**src/rtl/sqt_pkg.sv**
```systemverilog
package sqt_pkg;
  localparam int BYTE_W = 8;

  // top bit of the byte select picks the register bank
  typedef enum logic {
    BANK_COUNT  = 1'b0,
    BANK_RELOAD = 1'b1
  } bank_e;
endpackage

```
**src/rtl/sqt_counter.sv**
```systemverilog
module sqt_counter #(
  parameter int W = 16
) (
  input  logic                      clk,
  input  logic                      rst_n,
  input  logic                      tick,
  input  logic                      run,
  input  logic                      cnt_wr,
  input  logic                      rld_wr,
  input  logic [$clog2(W/8)-1:0]    byte_idx,
  input  logic [7:0]                wr_data,
  output logic [W-1:0]              cnt_q,
  output logic [W-1:0]              rld_q,
  output logic                      wrap
);
  import sqt_pkg::*;
  localparam int NB = W / BYTE_W;
  localparam logic [W-1:0] TOP = '1;

  logic [W-1:0] cnt_d, rld_d;

  assign wrap = run && tick && !cnt_wr && (cnt_q == TOP);

  always_comb begin
    cnt_d = cnt_q;
    if (cnt_wr) begin
      for (int i = 0; i < NB; i++)
        if (byte_idx == i[$clog2(W/8)-1:0]) cnt_d[i*BYTE_W +: BYTE_W] = wr_data;
    end else if (run && tick) begin
      cnt_d = (cnt_q == TOP) ? rld_q : cnt_q + W'(1);
    end
  end

  always_comb begin
    rld_d = rld_q;
    if (rld_wr)
      for (int i = 0; i < NB; i++)
        if (byte_idx == i[$clog2(W/8)-1:0]) rld_d[i*BYTE_W +: BYTE_W] = wr_data;
  end

  always_ff @(posedge clk) begin
    if (!rst_n) begin
      cnt_q <= '0;
      rld_q <= '0;
    end else begin
      cnt_q <= cnt_d;
      rld_q <= rld_d;
    end
  end
endmodule

```
**src/rtl/sqt_divider.sv**
```systemverilog
module sqt_divider (
  input  logic clk,
  input  logic rst_n,
  input  logic toggle,
  input  logic out_en,
  output logic wave_q,
  output logic wave_out
);
  always_ff @(posedge clk) begin
    if (!rst_n)      wave_q <= 1'b0;
    else if (toggle) wave_q <= ~wave_q;
  end

  assign wave_out = out_en & wave_q;
endmodule

```
**src/rtl/sqt_edge_flag.sv**
```systemverilog
module sqt_edge_flag (
  input  logic clk,
  input  logic rst_n,
  input  logic pin,
  input  logic arm,
  input  logic clr,
  output logic flag_q
);
  logic prev_q;
  logic hit;

  assign hit = arm && prev_q && !pin;

  always_ff @(posedge clk) begin
    if (!rst_n) begin
      prev_q <= 1'b0;
      flag_q <= 1'b0;
    end else begin
      prev_q <= pin;
      if (hit)      flag_q <= 1'b1;
      else if (clr) flag_q <= 1'b0;
    end
  end
endmodule

```
**src/rtl/sqwave_reload_timer.sv**
```systemverilog
module sqwave_reload_timer #(
  parameter int W = 16
) (
  input  logic                   clk,
  input  logic                   rst_n,
  input  logic                   tick,
  input  logic                   run,
  input  logic                   out_en,
  input  logic                   ext_en,
  input  logic                   ext_pin,
  input  logic                   flag_clr,
  input  logic                   wr_en,
  input  logic [$clog2(W/8):0]   wr_sel,
  input  logic [7:0]             wr_data,
  output logic                   wave_pin,
  output logic                   ext_flag,
  output logic                   irq,
  output logic [W-1:0]           count
);
  import sqt_pkg::*;
  localparam int IDXW = $clog2(W/8);

  logic          cnt_wr, rld_wr, wrap, wave_raw;
  logic [W-1:0]  rld_val;
  bank_e         bank;

  assign bank   = bank_e'(wr_sel[IDXW]);
  assign cnt_wr = wr_en && (bank == BANK_COUNT);
  assign rld_wr = wr_en && (bank == BANK_RELOAD);

  sqt_counter #(.W(W)) u_cnt (
    .clk(clk), .rst_n(rst_n), .tick(tick), .run(run),
    .cnt_wr(cnt_wr), .rld_wr(rld_wr), .byte_idx(wr_sel[IDXW-1:0]),
    .wr_data(wr_data), .cnt_q(count), .rld_q(rld_val), .wrap(wrap)
  );

  sqt_divider u_div (
    .clk(clk), .rst_n(rst_n), .toggle(wrap), .out_en(out_en),
    .wave_q(wave_raw), .wave_out(wave_pin)
  );

  sqt_edge_flag u_ext (
    .clk(clk), .rst_n(rst_n), .pin(ext_pin), .arm(ext_en),
    .clr(flag_clr), .flag_q(ext_flag)
  );

  assign irq = ext_flag;
endmodule

```
**config.mk**
```make
export PLATFORM = sky130hd
export DESIGN_NAME = sqwave_reload_timer
export DESIGN_NICKNAME = d
export VERILOG_FILES = /design/src/rtl/sqt_pkg.sv /design/src/rtl/sqt_counter.sv /design/src/rtl/sqt_divider.sv /design/src/rtl/sqt_edge_flag.sv /design/src/rtl/sqwave_reload_timer.sv
export SDC_FILE = /design/constraint.sdc
export NUM_CORES = 1
export LEC_CHECK = 0
export BUFFER_PORTS_ARGS = -buffer_cell sky130_fd_sc_hd__buf_2
export CAP_MARGIN = 20
export CORE_MARGIN = 2
export CORE_UTILIZATION = 57
export CTS_BUF_LIST = sky130_fd_sc_hd__clkbuf_4
export DETAILED_ROUTE_END_ITERATION = 12
export GPL_TIMING_DRIVEN = 0
export PLACE_DENSITY = 0.92
export SETUP_SLACK_MARGIN = 0.5
export SLEW_MARGIN = 30
export SYNTH_ARGS = -nofsm -noshare
export SYNTH_HDL_FRONTEND = slang
export SYNTH_SLANG_ARGS = --single-unit
```
**constraint.sdc**
```tcl
create_clock -name clk -period 2.05 [get_ports clk]
set_input_delay 0.41 -clock clk [delete_from_list [all_inputs] [get_ports clk]]
set_output_delay 0.41 -clock clk [all_outputs]
set_load 0.05 [all_outputs]
```
# After elaboration in Yosys (flattened, before gate mapping)
# Cells that the tools add are included.
# totals
ff_bits	35
in_bits	19
output_inout_bits	19
elab_cells	37
# classes
add_sub_neg	1
n_eq_ne	3
mux	7
bitwise_logic	4
reduce_logical	15
# ops
op	count
16-bit 2-to-1 mux	3
16-bit by 1-bit adder with 16-bit output, second input constant	1
16-bit equality test, second input constant	1
8-bit 2-to-1 mux	2
2-bit AND reduction	4
1-bit logical AND	7
2-bit != test, second input constant	2
2-bit nonzero test	2
1-bit NOT	3
1-bit zero test	2
1-bit 2-to-1 mux	2
1-bit AND	1

# Depth between registers and ports, before layout
# Gate-level depths: netlist of run 1.
# depth
ltp_word	5
ltp_mapped	7
mapped_depth_nobuf	6

# By module
# From an unflattened synthesis of run 1, not the netlist that was laid out.
# unflattened
cells_unflattened	246
area_unflattened_um2	1931.9
# by_module_without_submodules
mod	n_inst	cells_per_inst	area_each_um2	seq_area_each_um2
sqt_counter	1	233	1798.0	640.6
sqt_edge_flag	1	6	67.6	40.0
sqt_divider	1	4	42.5	20.0
sqwave_reload_timer	1	3	23.8	0.0

# Worst setup path before layout of run 1
# OpenSTA, ideal clock, no wires.
# synth_path
kind	reg2reg
startpoint	reg u_cnt.cnt_q[2]
endpoint	reg u_cnt.cnt_q[9]
setup_time_ps	124
arrival_ps	1873
required_time_ps	1926
setup_slack_ps	53
stages_incl_launch_ff	7
path_buffers	1
synth_period_minus_slack_ps	1997
cell_sequence	dfxtp_1 -> clkbuf_2 -> nand4_1 -> nor2_1 -> nand3_1 -> xnor2_1 -> o311a_2
# synth_between
elab_chain_len	4
word_cells_on_any_way	5
cone_classes	add/sub (1); eq/ne (1); mux (3)
# synth_lines
element	line	source
start, declared	sqt_counter.sv:12	output logic [W-1:0] cnt_q,
start signal, assigned	sqt_counter.sv:46	cnt_q <= cnt_d;
16-bit by 1-bit adder with 16-bit output or 16-bit equality test (tied branches)	sqt_counter.sv:30	cnt_d = (cnt_q == TOP) ? rld_q : cnt_q + W'(1);
16-bit 2-to-1 mux (*)	sqt_counter.sv:30	
16-bit 2-to-1 mux (*)	sqt_counter.sv:29	end else if (run && tick) begin
16-bit 2-to-1 mux (*)	sqt_counter.sv:26	if (cnt_wr) begin
# Mark *: on every way between the ends. The rest lies on a longest branch, timed or not. The select of a mux whose other input is x is not followed.
# A chain may end at the register's enable or synchronous reset.

# Worst setup path in the final report of run 1
# layout_path
startpoint	reg u_cnt.cnt_q[2]
endpoint	reg u_cnt.cnt_q[5]
# Same word-level chain as after synthesis.

==> results.json, run 1 <==
{
  "ys_types": 53,
  "utilization_pct": 77.7,
  "critical-path-max-stage-delay_ns": 0.37,
  "fin_nets": 300,
  "grt_pass1_wl_um": 8800,
  "die_h_um": 62.6,
  "fin_crit_ns": 1.70,
  "fin_worst_skew_ns": 0.00657,
  "fin_setup_tns_ns": 0,
  "max_cap_viol_count": 0,
  "io_buffers": 36,
  "worst-setup-path-type": "flip-flop to flip-flop",
  "grt_start_max_net_pins": 12,
  "core_um2": 3310,
  "antenna_cells": 0,
  "power.leakage_uw": 0.00115,
  "grt_pass1_vias": 1769,
  "startpoint_type": "flip-flop",
  "reg2reg_depth": 7,
  "via_count": 2192,
  "peakVddDrop_uv": 434,
  "worstPathCellList": "buf_8, nand4_1, buf_4, nor2_1, xor2_1, nor2_2, o32ai_2",
  "fin_crit_sh_pct": 83.1,
  "clockBufferDepth": 2,
  "drt_wl_total_um": 6720,
  "clk_latency_ns": 0.38,
  "syn_inst": 222,
  "cts_tree": "built",
  "synth.avg_cell_area_um2": 8.81,
  "syn_to_final_growth_pct": 31.5,
  "yosysSeqAreaShare_pct": 35.8,
  "root_buffer": "clkbuf_4",
  "critical_path.max_fanout": 7,
  "avgRoutedWirePerCell_um": 20.5,
  "dieArea_um2": 3920,
  "start_util_pct": 59.1,
  "place_hpwl_um": 3750,
  "antenna_left": 0,
  "drive_gt1_share_pct": 41.6,
  "track_usage_pct": 28.6,
  "synthArstFlopShare_pct": 0,
  "hold_buffers": 0,
  "setup_slack_ns": 0.347,
  "worst_slew_pin_slew_ns": 0.557,
  "cts.sinks": 35,
  "finalPower_uw": 1460,
  "grt_overflow_total": 0,
  "dp.cells": 304,
  "power.density_nw_per_um2": 569,
  "synth_area_um2": 1960,
  "worst_path_max_delay_cell": "dfxtp_4",
  "cts_buffers": 5,
  "synth-edff-count": 0,
  "ios": 38,
  "yosysWarnings": 0,
  "crit_family": "simple AND/OR/NAND/NOR gates",
  "via_per_inst": 6.70,
  "filler_cell_count": 205,
  "die_x_um": 62.6,
  "firstDrtPassIters": 5,
  "layoutNonFillerInstCount": 327,
  "endpoint_kind": "flip-flop",
  "slew_headroom_pct": 62.7,
  "h-tree-depth": 2,
  "dp_slack_ns": 0.148,
  "slew_viol_final": 0,
  "setup_viol": 0,
  "worstPathRequired_ns": 2.35,
  "fmax_ghz": 0.587,
  "whs_path_depth": 2,
  "syn_nets": 242,
  "drt_iter0_markers": 393,
  "clk_transition_reported_paths_ns": 0.11,
  "status": "completed",
  "num_rows": 21,
  "rsz0062_at_grt": "yes",
  "gp_congestion": 1.02,
  "antenna_found_initial": 0,
  "hold_viol": 0,
  "cp.depth": 7,
  "drc": 0,
  "ys_ff_latch": 35,
  "arrival_ns": 2.00,
  "cp_num_buf_inv": 2,
  "synth_ff_type": "dfxtp_1",
  "hp-class": "input pin to flip-flop"
}
## layout make-up
class                   count  area, um2  area share, %
plain buffers              12        103           3.99
clock buffers               5       37.5           1.46
clock inverters             3       15.0          0.584
inverters                   5       18.8          0.730
multi-input cells         170       1300           50.5
flip-flops and latches     35        741           28.8
well taps                  46       57.6           2.24
repair buffers             51        300           11.7
## cells in the mapped netlist (3+ instances only)
library cell,count,share of area (%)
a21oi_1,10,2.6
nor2_1,29,5.6
o22ai_1,4,1.3
and2_1,3,0.96
clkbuf_1,3,0.58
nor3_1,3,0.77
a22oi_1,4,1.5
dfxtp_1,35,36
nand3_1,11,2.8
nand2_1,12,2.3
inv_1,5,0.96
buf_2,4,1.0
o221ai_1,3,1.3
o21ai_0,11,2.8
nand4_1,5,1.6
xnor2_1,4,1.8
xor2_1,7,3.1
a31oi_1,3,0.96
mux2i_1,19,9.7
nor4_1,3,0.96
## metal layers
metal | GRT usage [%] | part of all wire, % | up-vias
met2 | 44.1 | 44 | 202
li1 | - | - | 933
met3 | 6.31 | 11 | 52
met4 | 15.8 | 6.8 | 0
met5 | 0 | 0 | -
met1 | 37.3 | 38 | 1005
## cells in the final DEF, fill, tap and decap left out, drive strengths merged, types with 2 or more instances in the layout
| cell type | netlist | final |
|---|---|---|
| a21oi | 10 | 10 |
| a22oi | 4 | 4 |
| a311oi | 2 | 2 |
| a31oi | 3 | 3 |
| and2 | 5 | 5 |
| buf | 6 | 58 |
| clkbuf | 6 | 10 |
| clkinv | 0 | 3 |
| dfxtp | 35 | 35 |
| inv | 5 | 5 |
| mux2i | 19 | 19 |
| nand2 | 14 | 14 |
| nand2b | 2 | 2 |
| nand3 | 13 | 13 |
| nand3b | 2 | 2 |
| nand4 | 7 | 7 |
| nor2 | 31 | 31 |
| nor2b | 2 | 2 |
| nor3 | 4 | 4 |
| nor4 | 4 | 4 |
| o2111ai | 2 | 2 |
| o211ai | 2 | 2 |
| o21ai | 11 | 11 |
| o221ai | 3 | 3 |
| o22ai | 4 | 4 |
| o31ai | 2 | 2 |
| xnor2 | 4 | 4 |
| xor2 | 7 | 7 |
## path summary, 6_finish.rpt
path,end,slack (ns),startpoint
max,u_cnt.cnt_q[5],0.35,u_cnt.cnt_q[2]
min reg2reg,u_ext.flag_q,0.49,u_ext.prev_q
max reg2reg,u_cnt.cnt_q[5],0.35,u_cnt.cnt_q[2]
min,u_ext.prev_q,0.24,ext_pin
## per-stage QoR
| step | hold slack, ns | instance area [um2] |
|---|---|---|
| 6_report | 0.236 | 2570 |
| 3_5_place_dp | 0.460 | 2260 |
| 4_1_cts | 0.261 | 2370 |
| 3_3_place_gp | 0.454 | 2260 |
| 2_1_floorplan | 0.441 | 2020 |
| 5_1_grt | 0.276 | 2570 |
## cell families after synthesis
group / share of synthesized area [%]
AND/OR/NAND/NOR: 25.1
buffers and inverters: 4.93
AO/OA/AOI/OAI: 18.8
XOR/XNOR: 4.93
multiplexers: 9.72
flip-flops: 35.8
adder cells (fa/ha/maj): 0.640
## state kept, by name (all words and copies together), names as in the netlist
name and flops:
u_cnt.rld_q 16, u_div.wave_q 1, u_ext.flag_q 1, u_ext.prev_q 1, u_cnt.cnt_q 16
## what timing repair did
item / 4_1_cts / 5_1_grt
pin swaps: 4 / 25
gates resized for setup: 3 / 32
setup endpoints to repair: 12 / 17
buffers inserted: 6 / 9
## power by group
group	internal, uW	switching, uW	total (uW)
Sequential	711	45.8	757
Combinational	110	214	323
Clock	127	256	383
(Power assumes the default switching activity.)
==> run 2, diff against run 1 <==
--- a/config.mk
+++ b/config.mk
@@ -5,6 +5,7 @@
 export SDC_FILE = /design/constraint.sdc
 export NUM_CORES = 1
 export LEC_CHECK = 0
+export ABC_AREA = 1
 export BUFFER_PORTS_ARGS = -buffer_cell sky130_fd_sc_hd__buf_2
 export CAP_MARGIN = 20
 export CORE_MARGIN = 2
==> constraint.sdc (replaced) <==
create_clock -name clk -period 1.76 [get_ports clk]
set_input_delay 0.352 -clock clk [delete_from_list [all_inputs] [get_ports clk]]
set_output_delay 0.352 -clock clk [all_outputs]
set_load 0.05 [all_outputs]
==> results.json, run 2 <==
{
  "dp.cells": 386,
  "hp-class": "input pin to flip-flop",
  "power.density_nw_per_um2": 770,
  "synth_most_common_cell": "nand2_1",
  "synth.top_cell.area_share_pct": 35.5,
  "antenna_found_initial": 0,
  "fin_nets": 387,
  "synth-edff-count": 0,
  "h-tree-depth": 2,
  "synthArstFlopShare_pct": 0,
  "ff2ff_setup_slack_ns": -0.009,
  "fin_crit_sh_pct": 100,
  "filler_cell_count": 162,
  "status": "finished with violations",
  "drive_gt1_share_pct": 39.7,
  "syn_inst": 305,
  "clk_transition_reported_paths_ns": 0.14,
  "worstPathCellList": "nand2_2, nor2_1, nand2_1, nor2_4, buf_6, nand2_2, nand2_2, nand2_1, a21oi_2",
  "avgRoutedWirePerCell_um": 20.8,
  "fin_worst_skew_ns": 0.0260,
  "slew_headroom_pct": 59.8,
  "holdCritStartpoint": "ext_pin",
  "synth_ff_type": "dfxtp_1",
  "final_common_cell": "nand2_1",
  "synth_area_um2": 1970,
  "reg2reg_depth": 9,
  "firstDrtPassIters": 8,
  "yosysTopAreaCell": "dfxtp_1",
  "via_count": 2753,
  "num_rows": 21,
  "setup_slack_ns": -0.00865,
  "power.leakage_uw": 0.00128,
  "worst_path_max_delay_cell": "dfxtp_4",
  "worstPathRequired_ns": 2.05,
  "timing.rr.start": "u_cnt.cnt_q[10]",
  "clockBufferDepth": 2,
  "synth.avg_cell_area_um2": 6.47,
  "layoutNonFillerInstCount": 414,
  "track_usage_pct": 36.1,
  "critical-path-max-stage-delay_ns": 0.44,
  "synthTopCellsByArea": "dfxtp_1 (35%), nand2_1 (12%), nor2_1 (8.2%)",
  "grt_start_max_net_pins": 13,
  "crit_top_cell": "nand2_2",
  "fin_crit_ns": 1.77,
  "rr_endpoint": "u_cnt.cnt_q[10]",
  "drt_iter0_markers": 691,
  "hold_end": "u_ext.prev_q",
  "syn_to_final_growth_pct": 47.2,
  "antenna_cells": 0,
  "grt_pass1_vias": 2416,
  "critical_path.max_fanout": 5,
  "yosysSeqAreaShare_pct": 35.5,
  "core_um2": 3340,
  "grt_overflow_total": 0,
  "yosysWarnings": 0,
  "ys_types": 29,
  "clk_latency_ns": 0.37,
  "worst_slew_pin_slew_ns": 0.604,
  "endpoint_kind": "flip-flop",
  "final_cell_mix": "nand2_1 (52), nor2_1 (34), inv_1 (30), o21ai_0 (28), a21oi_1 (20)",
  "worst-setup-path-type": "flip-flop to flip-flop",
  "drt_wl_total_um": 8630,
  "fmax_ghz": 0.565,
  "cts.sinks": 35,
  "rsz0062_at_grt": "yes",
  "place_hpwl_um": 4050,
  "hold_viol": 0,
  "peakVddDrop_uv": 636,
  "root_buffer": "clkbuf_4",
  "cts_buffers": 5,
  "dieArea_um2": 3950,
  "cts_tree": "built",
  "setup_viol": 1,
  "yosys-top-cells-count": "nand2_1 (65), nor2_1 (43), dfxtp_1 (35)",
  "start_util_pct": 59.2,
  "violations": "negative setup slack",
  "finalPower_uw": 2240,
  "gp_congestion": 0.986,
  "grt_pass1_wl_um": 11200,
  "top_regs": "u_cnt.cnt_q: 16 flops, u_cnt.rld_q: 16 flops",
  "antenna_left": 0,
  "die_x_um": 62.9,
  "startpoint_type": "flip-flop",
  "die_h_um": 62.9,
  "arrival_ns": 2.05,
  "ys_ff_latch": 35,
  "slew_viol_final": 0,
  "ios": 38,
  "fin_setup_tns_ns": -0.00865,
  "hold_buffers": 0,
  "io_buffers": 35,
  "syn_nets": 325,
  "max_cap_viol_count": 0,
  "via_per_inst": 6.65,
  "whs_path_depth": 3,
  "drc": 0
}
run 2: changes by cell type after synthesis, moves of 4 or more:
| cell | change |
|---|---|
| nand2_1 | +53 |
| nor2_1 | +14 |
| inv_1 | +27 |
| a22oi_1 | -4 |
| nand3_1 | +11 |
| a21oi_1 | +22 |
| mux2i_1 | -19 |
| o21ai_0 | +20 |
| xor2_1 | -4 |
| o22ai_1 | -4 |
run 2: power breakdown:
group	internal [uW]	leakage, uW	switching (uW)
clock	441	0.0000514	325
combinational	197	0.000926	357
sequential	840	0.000299	76.9
run 2: worst max-delay path by stage:
stage	startpoint	to	slack, ns
4_1_cts	u_cnt.cnt_q[1]	u_cnt.cnt_q[13]	0.24
2_1_floorplan	u_cnt.cnt_q[0]	u_cnt.cnt_q[13]	0.18
3_5_place_dp	wr_en	u_cnt.cnt_q[12]	-0.02
6_report	u_cnt.cnt_q[10]	u_cnt.cnt_q[10]	-0.009
3_3_place_gp	wr_sel[1]	u_cnt.cnt_q[9]	0.01
5_1_grt	u_cnt.cnt_q[10]	u_cnt.cnt_q[10]	-0.02
run 2: what timing repair did:
action | in CTS | in global routing
gates resized for setup | 60 | 63
pin swaps | 11 | 14
gates cloned | 1 | 0
setup endpoints to repair | 36 | 37
buffers inserted | 12 | 7
endpoints found under the hold margin | 0 | 0
run 2: area by class of cell:
cell class	instances	area (um2)	share of cell area (%)
clock inverters	3	67.6	2.32
flip-flops and latches	35	763	26.3
inverters	33	124	4.26
plain buffers	10	61.3	2.11
repair buffers	55	520	17.9
clock buffers	5	37.5	1.29
well taps	46	57.6	1.98
multi-input cells	227	1270	43.9
run 2: cell families after synthesis:
| logic type | Yosys count | share of synthesized area, % |
|---|---|---|
| xor gates and xnor gates | 5 | 2.22 |
| AOI/OAI and AO/OA | 68 | 17.8 |
| adders and majority gates | 1 | 0.634 |
| DFF | 35 | 35.5 |
| buffers and inverters | 43 | 9.19 |
| and+or+nand+nor | 153 | 34.7 |
run 2: metal layers:
metal	GRT usage, %	share of wire (%)	vias to the layer above
met5	0	0	-
met2	59.9	44	323
met1	43.3	35	1206
met3	9.01	13	108
li1	-	-	1116
met4	17.8	7.7	0
run 2: metrics by stage:
step	worst slack, ns	utilization, %	cell area (um2)	hold slack (ns)
2_1_floorplan	0.179	-	2020	0.430
3_3_place_gp	0.0134	67.4	2250	0.439
3_5_place_dp	-0.0175	67.4	2250	0.455
4_1_cts	0.238	79.4	2650	0.182
5_1_grt	-0.0161	87.1	2910	0.213
6_report	-0.00865	87.1	2910	0.195
run 2: critical path: cells and delay by family (launching register included):
| kind | cells | cell delay [ns] |
|---|---|---|
| buf+inv | 1 | 0.16 |
| flops | 1 | 0.44 |
| simple gates | 7 | 0.86 |
| compound gates | 1 | 0.22 |
==> run 3, diff against run 2 <==
--- a/config.mk
+++ b/config.mk
@@ -9,11 +9,11 @@
 export BUFFER_PORTS_ARGS = -buffer_cell sky130_fd_sc_hd__buf_2
 export CAP_MARGIN = 20
 export CORE_MARGIN = 2
-export CORE_UTILIZATION = 57
+export CORE_UTILIZATION = 30
 export CTS_BUF_LIST = sky130_fd_sc_hd__clkbuf_4
 export DETAILED_ROUTE_END_ITERATION = 12
 export GPL_TIMING_DRIVEN = 0
-export PLACE_DENSITY = 0.92
+export PLACE_DENSITY = 0.59
 export SETUP_SLACK_MARGIN = 0.5
 export SLEW_MARGIN = 30
 export SYNTH_ARGS = -nofsm -noshare
==> results.json, run 3 (synthesis gave the netlist of run 2 again) <==
{
  "status": "completed",
  "final_common_cell": "nand2_1",
  "antenna_left": 0,
  "power.share.switching_pct": 33.1,
  "p_sw_uw": 655,
  "num_rows": 29,
  "arrival_ns": 1.84,
  "fin_nets": 383,
  "slew_headroom_pct": 65.6,
  "ios": 38,
  "drt_iter0_markers": 150,
  "worst_slew_pin_slew_ns": 0.516,
  "setup_viol": 0,
  "dieArea_um2": 7250,
  "fin_worst_skew_ns": 0.00947,
  "final_cell_area_um2": 2810,
  "drt_wl_total_um": 6110,
  "die_h_um": 85.1,
  "worstPathRequired_ns": 2.03,
  "clockBufferDepth": 2,
  "hold_buffers": 0,
  "pwr-share-seq_pct": 45.8,
  "antenna_found_initial": 0,
  "intPower_uw": 1320,
  "final_cell_mix": "nand2_1 (58), nor2_1 (38), inv_1 (31), o21ai_0 (27), a21oi_1 (26)",
  "critical_path.max_fanout": 4,
  "max_cap_viol_count": 0,
  "whs_path_depth": 3,
  "layoutNonFillerInstCount": 441,
  "reg2reg_depth": 9,
  "cts_tree": "built",
  "avgRoutedWirePerCell_um": 13.8,
  "antenna_cells": 0,
  "slew_viol_final": 0,
  "die_x_um": 85.1,
  "via_count": 2193,
  "hold_viol": 0,
  "firstDrtPassIters": 4,
  "gp_congestion": 0.815,
  "placed_area_um2": 2290,
  "worst-setup-path-type": "flip-flop to flip-flop",
  "syn_to_final_growth_pct": 42.3,
  "clk_latency_ns": 0.34,
  "fin_crit_ns": 1.58,
  "grt_pass1_vias": 2141,
  "peakVddDrop_uv": 329,
  "core_um2": 6350,
  "track_usage_pct": 17.8,
  "drc": 0,
  "rsz0062_at_grt": "yes",
  "dp.cells": 417,
  "cts.sinks": 35,
  "drive_gt1_share_pct": 33.2,
  "h-tree-depth": 2,
  "fin_setup_tns_ns": 0,
  "start_util_pct": 31.1,
  "root_buffer": "clkbuf_4",
  "top_regs": "u_cnt.cnt_q: 16 flops, u_cnt.rld_q: 16 flops",
  "pwr-share-comb_pct": 24.4,
  "grt_pass1_wl_um": 10200,
  "setup_slack_ns": 0.183,
  "fmax_ghz": 0.634,
  "clkPwrFrac_pct": 29.9,
  "hp-class": "input pin to flip-flop",
  "power.leakage_uw": 0.00126,
  "grt_overflow_total": 0,
  "clk_transition_reported_paths_ns": 0.12,
  "finalPower_uw": 1980,
  "dp_slack_ns": -0.0946,
  "via_per_inst": 4.97,
  "fin_crit_sh_pct": 89.6,
  "grt_start_max_net_pins": 13,
  "filler_cell_count": 674,
  "startpoint_type": "flip-flop",
  "cts_buffers": 5,
  "place_hpwl_um": 4440,
  "endpoint_kind": "flip-flop",
  "power.density_nw_per_um2": 705,
  "io_buffers": 35
}
run 3: cell count changes in the layout (fill, tap and decap cells not counted), moves of 3 or more:
| cell | delta |
|---|---|
| a21oi_1 | +6 |
| nand2_2 | -8 |
| nor2_1 | +4 |
| buf_4 | -3 |
| nand2_1 | +6 |
| a21oi_2 | -6 |
run 3: worst paths after layout:
path	from	slack, ns	end
min reg2reg	u_cnt.rld_q[13]	0.47	u_cnt.rld_q[13]
max reg2reg	u_cnt.cnt_q[1]	0.18	u_cnt.cnt_q[9]
max	u_cnt.cnt_q[1]	0.18	u_cnt.cnt_q[9]
min	ext_pin	0.20	u_ext.prev_q
run 3: per-layer routing:
layer	routed length, um	GRT usage (%)	vias to the layer above
met3	433	3.79	11
met4	119	5.92	0
met2	2590	26.7	81
met5	0	0	-
met1	2970	25.5	990
li1	-	-	1111
run 3: layout make-up:
type,instances,area (um2),share of cell area (%)
plain buffers,10,61.3,2.18
clock buffers,5,37.5,1.34
clock inverters,3,42.5,1.51
inverters,33,124,4.41
multi-input cells,227,1210,43.1
flip-flops and latches,35,763,27.2
well taps,77,96.3,3.43
repair buffers,51,474,16.9
run 3: worst max-delay path, stage by stage (launching register included):
cell and delay (ns):
dfxtp_4 0.38, ha_4 0.15, nand3_4 0.08, nor2_4 0.14, buf_6 0.14, nand4_1 0.12, buf_4 0.19, nand2_2 0.06
nand3_2 0.09, a21oi_2 0.16
run 3: timing repair:
action	in CTS	in global routing
resized for setup	80	21
setup buffers	11	4
pin swaps	12	6
cloned	1	0
endpoints found under the setup margin	36	38
run 3: per-stage QoR:
step / hold WS, ns / utilization [%]
after floorplan: 0.430 / -
final: 0.195 / 44.2
after detailed placement: 0.457 / 36.0
after global routing: 0.202 / 44.2
after CTS: 0.185 / 42.6
after global placement: 0.455 / 36.0
run 3: power groups by stage:
| stage | Combinational (uW) | Sequential [uW] | Clock (uW) |
|---|---|---|---|
| after global routing | 525 | 919 | 645 |
| after floorplan | 172 | 1020 | 0 |
| after detailed placement | 385 | 923 | 0 |
| after global placement | 383 | 923 | 0 |
| after CTS | 457 | 906 | 613 |
| final | 482 | 907 | 591 |
